File: config.mk
export PLATFORM = sky130hd
export DESIGN_NAME = acc_alu
export DESIGN_NICKNAME = d
export VERILOG_FILES = /design/src/rtl/acc_alu_pkg.sv /design/src/rtl/acc_alu_regfile.sv /design/src/rtl/acc_alu_func.sv /design/src/rtl/acc_alu_post.sv /design/src/rtl/acc_alu.sv
export SDC_FILE = /design/constraint.sdc
export NUM_CORES = 1
export LEC_CHECK = 0
export ABC_AREA = 1
export BUFFER_PORTS_ARGS = -buffer_cell sky130_fd_sc_hd__buf_2
export CAP_MARGIN = 15
export CORE_MARGIN = 2
export CORE_UTILIZATION = 45
export CTS_CLUSTER_SIZE = 10
export DETAILED_ROUTE_END_ITERATION = 8
export PLACE_DENSITY = 0.66
export SKIP_CTS_REPAIR_TIMING = 1
export SLEW_MARGIN = 15
export SYNTH_ARGS = -nofsm -noshare
export SYNTH_HDL_FRONTEND = slang
export SYNTH_SLANG_ARGS = --single-unit
File: constraint.sdc
create_clock -name clk -period 3.4 [get_ports clk]
set_input_delay 0.17 -clock clk [delete_from_list [all_inputs] [get_ports clk]]
set_output_delay 0.17 -clock clk [all_outputs]
set_load 0.005 [all_outputs]
File: src/rtl/acc_alu_pkg.sv
package acc_alu_pkg;
  typedef enum logic [2:0] {
    F_MOV = 3'd0, F_COM = 3'd1, F_NEG = 3'd2, F_INC = 3'd3,
    F_ADD = 3'd4, F_SUB = 3'd5, F_ADC = 3'd6, F_AND = 3'd7
  } func_e;

  typedef enum logic [1:0] {
    C_KEEP = 2'd0, C_CLR = 2'd1, C_SET = 2'd2, C_INV = 2'd3
  } cpre_e;

  typedef enum logic [1:0] {
    S_NONE = 2'd0, S_ROL = 2'd1, S_ROR = 2'd2, S_SWAP = 2'd3
  } shift_e;

  typedef enum logic [2:0] {
    T_NEVER = 3'd0, T_ALWAYS = 3'd1, T_ZERO = 3'd2, T_NZERO = 3'd3,
    T_CZERO = 3'd4, T_CSET = 3'd5, T_EITHERZ = 3'd6, T_BOTHNZ = 3'd7
  } test_e;
endpackage

File: src/rtl/acc_alu_regfile.sv
module acc_alu_regfile #(
  parameter int W = 16,
  parameter int N = 4,
  localparam int AW = $clog2(N)
) (
  input  logic          clk,
  input  logic          rst,
  input  logic          we,
  input  logic [AW-1:0] waddr,
  input  logic [W-1:0]  wdata,
  input  logic [AW-1:0] raddr_a,
  input  logic [AW-1:0] raddr_b,
  output logic [W-1:0]  rdata_a,
  output logic [W-1:0]  rdata_b
);
  logic [W-1:0] mem [N];

  always_ff @(posedge clk) begin
    if (rst) begin
      for (int i = 0; i < N; i++) mem[i] <= '0;
    end else if (we) begin
      mem[waddr] <= wdata;
    end
  end

  assign rdata_a = mem[raddr_a];
  assign rdata_b = mem[raddr_b];
endmodule

File: src/rtl/acc_alu_func.sv
module acc_alu_func
  import acc_alu_pkg::*;
#(
  parameter int W = 16
) (
  input  func_e        func,
  input  cpre_e        cpre,
  input  logic         cy_now,
  input  logic [W-1:0] a,
  input  logic [W-1:0] b,
  output logic [W-1:0] res,
  output logic         cy
);
  logic [W:0] sum;
  logic       base;

  always_comb begin
    unique case (cpre)
      C_KEEP:  base = cy_now;
      C_CLR:   base = 1'b0;
      C_SET:   base = 1'b1;
      default: base = ~cy_now;
    endcase
  end

  always_comb begin
    unique case (func)
      F_MOV:   sum = {1'b0, a};
      F_COM:   sum = {1'b0, ~a};
      F_NEG:   sum = {1'b0, ~a} + (W+1)'(1);
      F_INC:   sum = {1'b0, a} + (W+1)'(1);
      F_ADD:   sum = {1'b0, a} + {1'b0, b};
      F_SUB:   sum = {1'b0, b} + {1'b0, ~a} + (W+1)'(1);
      F_ADC:   sum = {1'b0, b} + {1'b0, ~a};
      default: sum = {1'b0, a & b};
    endcase
  end

  assign res = sum[W-1:0];
  assign cy  = base ^ sum[W];
endmodule

File: src/rtl/acc_alu_post.sv
module acc_alu_post
  import acc_alu_pkg::*;
#(
  parameter int W = 16,
  localparam int H = W / 2
) (
  input  shift_e       shift,
  input  test_e        test,
  input  logic [W-1:0] res_in,
  input  logic         cy_in,
  output logic [W-1:0] res_out,
  output logic         cy_out,
  output logic         skip
);
  logic zr;

  always_comb begin
    res_out = res_in;
    cy_out  = cy_in;
    unique case (shift)
      S_ROL: begin
        res_out = {res_in[W-2:0], cy_in};
        cy_out  = res_in[W-1];
      end
      S_ROR: begin
        res_out = {cy_in, res_in[W-1:1]};
        cy_out  = res_in[0];
      end
      S_SWAP:  res_out = {res_in[H-1:0], res_in[W-1:H]};
      default: ;
    endcase
  end

  assign zr = (res_out == '0);

  always_comb begin
    unique case (test)
      T_NEVER:   skip = 1'b0;
      T_ALWAYS:  skip = 1'b1;
      T_ZERO:    skip = zr;
      T_NZERO:   skip = !zr;
      T_CZERO:   skip = !cy_out;
      T_CSET:    skip = cy_out;
      T_EITHERZ: skip = !cy_out || zr;
      default:   skip = cy_out && !zr;
    endcase
  end
endmodule

File: src/rtl/acc_alu.sv
module acc_alu
  import acc_alu_pkg::*;
#(
  parameter int W = 16,
  parameter int N = 4,
  localparam int AW = $clog2(N)
) (
  input  logic          clk,
  input  logic          rst,
  input  logic          valid_i,
  input  logic [AW-1:0] src_i,
  input  logic [AW-1:0] dst_i,
  input  logic [2:0]    func_i,
  input  logic [1:0]    cpre_i,
  input  logic [1:0]    shift_i,
  input  logic [2:0]    test_i,
  input  logic          noload_i,
  output logic          done_o,
  output logic [W-1:0]  result_o,
  output logic          carry_o,
  output logic          skip_o
);
  logic [W-1:0] opa, opb, fres, pres;
  logic         fcy, pcy, pskip;
  logic         carry_q;

  acc_alu_regfile #(.W(W), .N(N)) u_rf (
    .clk(clk), .rst(rst),
    .we(valid_i && !noload_i), .waddr(dst_i), .wdata(pres),
    .raddr_a(src_i), .raddr_b(dst_i),
    .rdata_a(opa), .rdata_b(opb)
  );

  acc_alu_func #(.W(W)) u_func (
    .func(func_e'(func_i)), .cpre(cpre_e'(cpre_i)), .cy_now(carry_q),
    .a(opa), .b(opb), .res(fres), .cy(fcy)
  );

  acc_alu_post #(.W(W)) u_post (
    .shift(shift_e'(shift_i)), .test(test_e'(test_i)),
    .res_in(fres), .cy_in(fcy),
    .res_out(pres), .cy_out(pcy), .skip(pskip)
  );

  always_ff @(posedge clk) begin
    if (rst) begin
      carry_q  <= 1'b0;
      done_o   <= 1'b0;
      result_o <= '0;
      skip_o   <= 1'b0;
    end else begin
      done_o <= valid_i;
      if (valid_i) begin
        result_o <= pres;
        skip_o   <= pskip;
        if (!noload_i) carry_q <= pcy;
      end
    end
  end

  assign carry_o = carry_q;

  p_done_follows_valid_r10: assert property (@(posedge clk) disable iff (rst)
    valid_i |=> done_o);
  p_done_only_after_valid_r10: assert property (@(posedge clk) disable iff (rst)
    !valid_i |=> !done_o);
  p_idle_holds_carry_r10: assert property (@(posedge clk) disable iff (rst)
    !valid_i |=> $stable(carry_o));
  p_noload_holds_carry_r9: assert property (@(posedge clk) disable iff (rst)
    (valid_i && noload_i) |=> $stable(carry_o));
  p_always_skip_r8: assert property (@(posedge clk) disable iff (rst)
    (valid_i && test_i == T_ALWAYS) |=> skip_o);
  p_never_skip_r8: assert property (@(posedge clk) disable iff (rst)
    (valid_i && test_i == T_NEVER) |=> !skip_o);
  p_set_carry_logic_r4: assert property (@(posedge clk) disable iff (rst)
    (valid_i && !noload_i && cpre_i == C_SET && shift_i == S_NONE &&
     (func_i == F_MOV || func_i == F_COM || func_i == F_AND)) |=> carry_o);
  p_swap_keeps_carry_r7: assert property (@(posedge clk) disable iff (rst)
    (valid_i && !noload_i && cpre_i == C_KEEP && shift_i == S_SWAP &&
     (func_i == F_MOV || func_i == F_COM || func_i == F_AND)) |=> $stable(carry_o));
endmodule

==> impl_metrics.toml <==
[finish]
layout-area-overhead-vs-synth_pct = 39.4
nFillCells = 1480
ff_latch_area_mm2 = 0.00230
drive_gt1_share_pct = 32.4
multiInputGateArea_mm2 = 0.00562
fin_cells = 1692
number_of_nets_in_the_layout = 1519
num_antenna_cells = 0

[yosys]
synth_area_mm2 = 0.00791
ys_seq_elements = 83
yosysSeqAreaShare_pct = 29.1
synth_top_cells_by_area = "edfxtp_1, nand2_1, nand3_1"
yosysTopAreaCellShare_pct = 24.3
synth_top_cell_by_area = "edfxtp_1"
post_synth_inst_count = 1255
ys_dominant_reg_cell = "edfxtp_1"
synth.yosys.warnings = 0
synth_cell_type_count = 45
synth_nets = 1312
synth-async-reset-ratio_pct = 0
number_of_flops_mapped_to_enable_cells_by_yosys = 64
syn_area_per_cell_um2 = 6.31

[floorplan]
die_x_um = 137
floorplan.core_area_mm2 = 0.0172
dieHeight_um = 137
row_count = 48
initial_utilization_pct = 45.9
die_area_mm2 = 0.0187
io_pins = 37

[critical_path]
critical_path.startpoint_type = "flip-flop"
cp_num_buf_inv = 2
timing.critical_path.slowest_stage_cell = "fa_2"
worstSetupEndpointType = "flip-flop"
timing.critical_path.slowest_cell_delay_ns = 0.43
cp_top_family = "simple AND/OR/NAND/NOR gates"
timing.critical_path.required_ns = 3.61
setup.worst_path.class = "reg2reg"
cp_max_fo = 6
cp.arrival_ns = 4.00

[route]
routed_wire_length_per_instance_um = 17.4
wl_um = 29400
remaining_antenna_violation_count = 0
drt_first_pass_iters = 5
dr.first_iter.drc_count = 1037
post-route-drc-count = 0
drt-vias-per-instance = 5.63
vias = 9522

[sta]
fin_ws_ns = -0.389
final-setup-viol-count = 50
timing.slew.headroom_pct = 51.3
transition_time_of_the_tightest_slew_check_pin_ns = 0.729
fin_worst_skew_ns = 0.00626
finalMaxSlewViolations = 0
final_min_period_over_clock_period_pct = 111
setup-tns-final_ns = -7.28
total_count_of_hold_check_failures_in_the_final_report = 0
whs_ns = 0.0651
setup_repair_after_global_routing_missed_its_margin = "true"
finalWorstPathRequiredPeriod_ns = 3.79
max_freq_mhz = 264

[clock_network]
clock_sinks = 83
cts_inserted_buffers = 9
clock_tree.buffer_depth = 2
clock_latency_ns = 0.34
clock_tree.htree_level_count = 3
tritoncts = "done"
clk_transition_reported_paths_ns = 0.06
clock_tree_root_buffer_cell = "clkbuf_16"

[run_status]
failed_checks = "negative setup slack"
run_status = "complete, but fails checks"

[global_routing]
aggregate_global_route_resource_usage_pct = 30.0
grt_max_degree = 35
first_global_vias = 8251
grt_first_pass_wirelength_um = 43100
grt-ovfl-total = 0
grt_antenna_before_repair = 0

[power]
pd_cells_mw_per_mm2 = 404
totalPowerFinal_mw = 4.46
vdd.ir_drop.worst_uv = 554
p_leak_nw = 5.21

[placement]
half_perimeter_wire_length_after_detailed_placement_um = 22300
routabilityCongestion = 1.02
placedCellCount = 1660
port_buffers = 36

[run]
cap_viol_max_count = 0

[hold_path]
hold_class = "in2reg"
==> routing by layer <==
metal  part of all wire (%)  track usage, %
met3                    7.8            2.33
met2                     47            48.1
met4                    3.9            12.2
met5                      0               0
met1                     42            41.9
==> area by class of cell <==
type,count,area share (%)
clock buffers,10,2.17
clock inverters,6,0.805
inverters,153,5.39
multi-input cells,968,50.9
flip-flops and latches,83,20.9
well taps,225,2.55
repair buffers,247,17.3
==> cells by family after synthesis <==
| kind of cell | count (synthesis) | synth area share, % |
|---|---|---|
| buffers and inverters | 204 | 10.3 |
| adders and majority gates | 39 | 6.36 |
| and+or+nand+nor | 721 | 39.2 |
| AOI/OAI and AO/OA | 208 | 15.1 |
| DFF | 83 | 29.1 |
==> layout by cell type, fill, tap and decap left out, types with 9 or more instances in the layout <==
cell type	count
inv_2	13
o21ai_2	10
buf_4	187
buf_6	17
nand2_2	42
nor2_4	10
buf_2	36
inv_1	133
nand2_4	15
nand3_2	27
a21oi_2	19
nor2_1	118
nor2_2	27
nand3_1	124
o21ai_1	23
a21oi_1	39
nand2_1	315
ha_1	29
clkbuf_16	9
nand4_1	13
o2111ai_1	13
o21ai_0	63
dfxtp_1	19
edfxtp_1	64
nand3_4	9
==> metrics by stage <==
step | setup WS (ns) | utilization, % | instance area, µm²
finish | -0.389 | 64.0 | 11000
global route | -0.643 | 64.0 | 11000
CTS | -0.499 | 58.1 | 10000
detailed placement | -0.546 | 56.2 | 9680
global placement | -0.529 | 56.2 | 9680
floorplan | 0.0135 | - | 8000
==> sequential cells by signal (all words and copies together), names as in the netlist <==
name      flops
carry_o       1
u_rf.mem     64
done_o        1
skip_o        1
result_o     16
==> power by group <==
part | switching [mW] | internal, mW | leakage, nW
registers | 0.0359 | 1.15 | 0.818
logic | 1.29 | 0.921 | 4.24
clock network | 0.391 | 0.663 | 0.156
total | 1.72 | 2.74 | 5.21
==> synth_stat cells, types with 3 or more instances <==
library cell / count
a21oi_1: 58
nor2_1: 151
nor2_2: 4
nand3_2: 4
o21ai_0: 82
o21ai_1: 11
clkbuf_1: 32
buf_2: 9
dfxtp_1: 19
nand2_1: 349
ha_1: 37
buf_4: 6
nand3_1: 156
a31oi_1: 4
o22ai_1: 15
and2_1: 5
o21ai_2: 6
nor3_1: 3
inv_2: 11
o21bai_1: 3
o211ai_1: 3
clkinv_1: 4
o2111ai_1: 13
nand2_2: 21
inv_1: 138
edfxtp_1: 64
nand4_1: 13
nand3b_1: 5
or2_2: 6
==> worst paths after layout <==
kind / startpoint / endpoint / slack [ns] / depth (start not counted)
setup / recovery: u_rf.mem[2][0]$_SDFFCE_PN0P_ / skip_o$_SDFFE_PP0P_ / -0.39 / 29
hold / removal: rst / done_o$_SDFF_PP0_ / 0.07 / 2
setup reg to reg: u_rf.mem[2][0]$_SDFFCE_PN0P_ / skip_o$_SDFFE_PP0P_ / -0.39 / 29
hold reg to reg: carry_o$_SDFFE_PP0P_ / carry_o$_SDFFE_PP0P_ / 0.50 / 2
(Power assumes the default switching activity.)
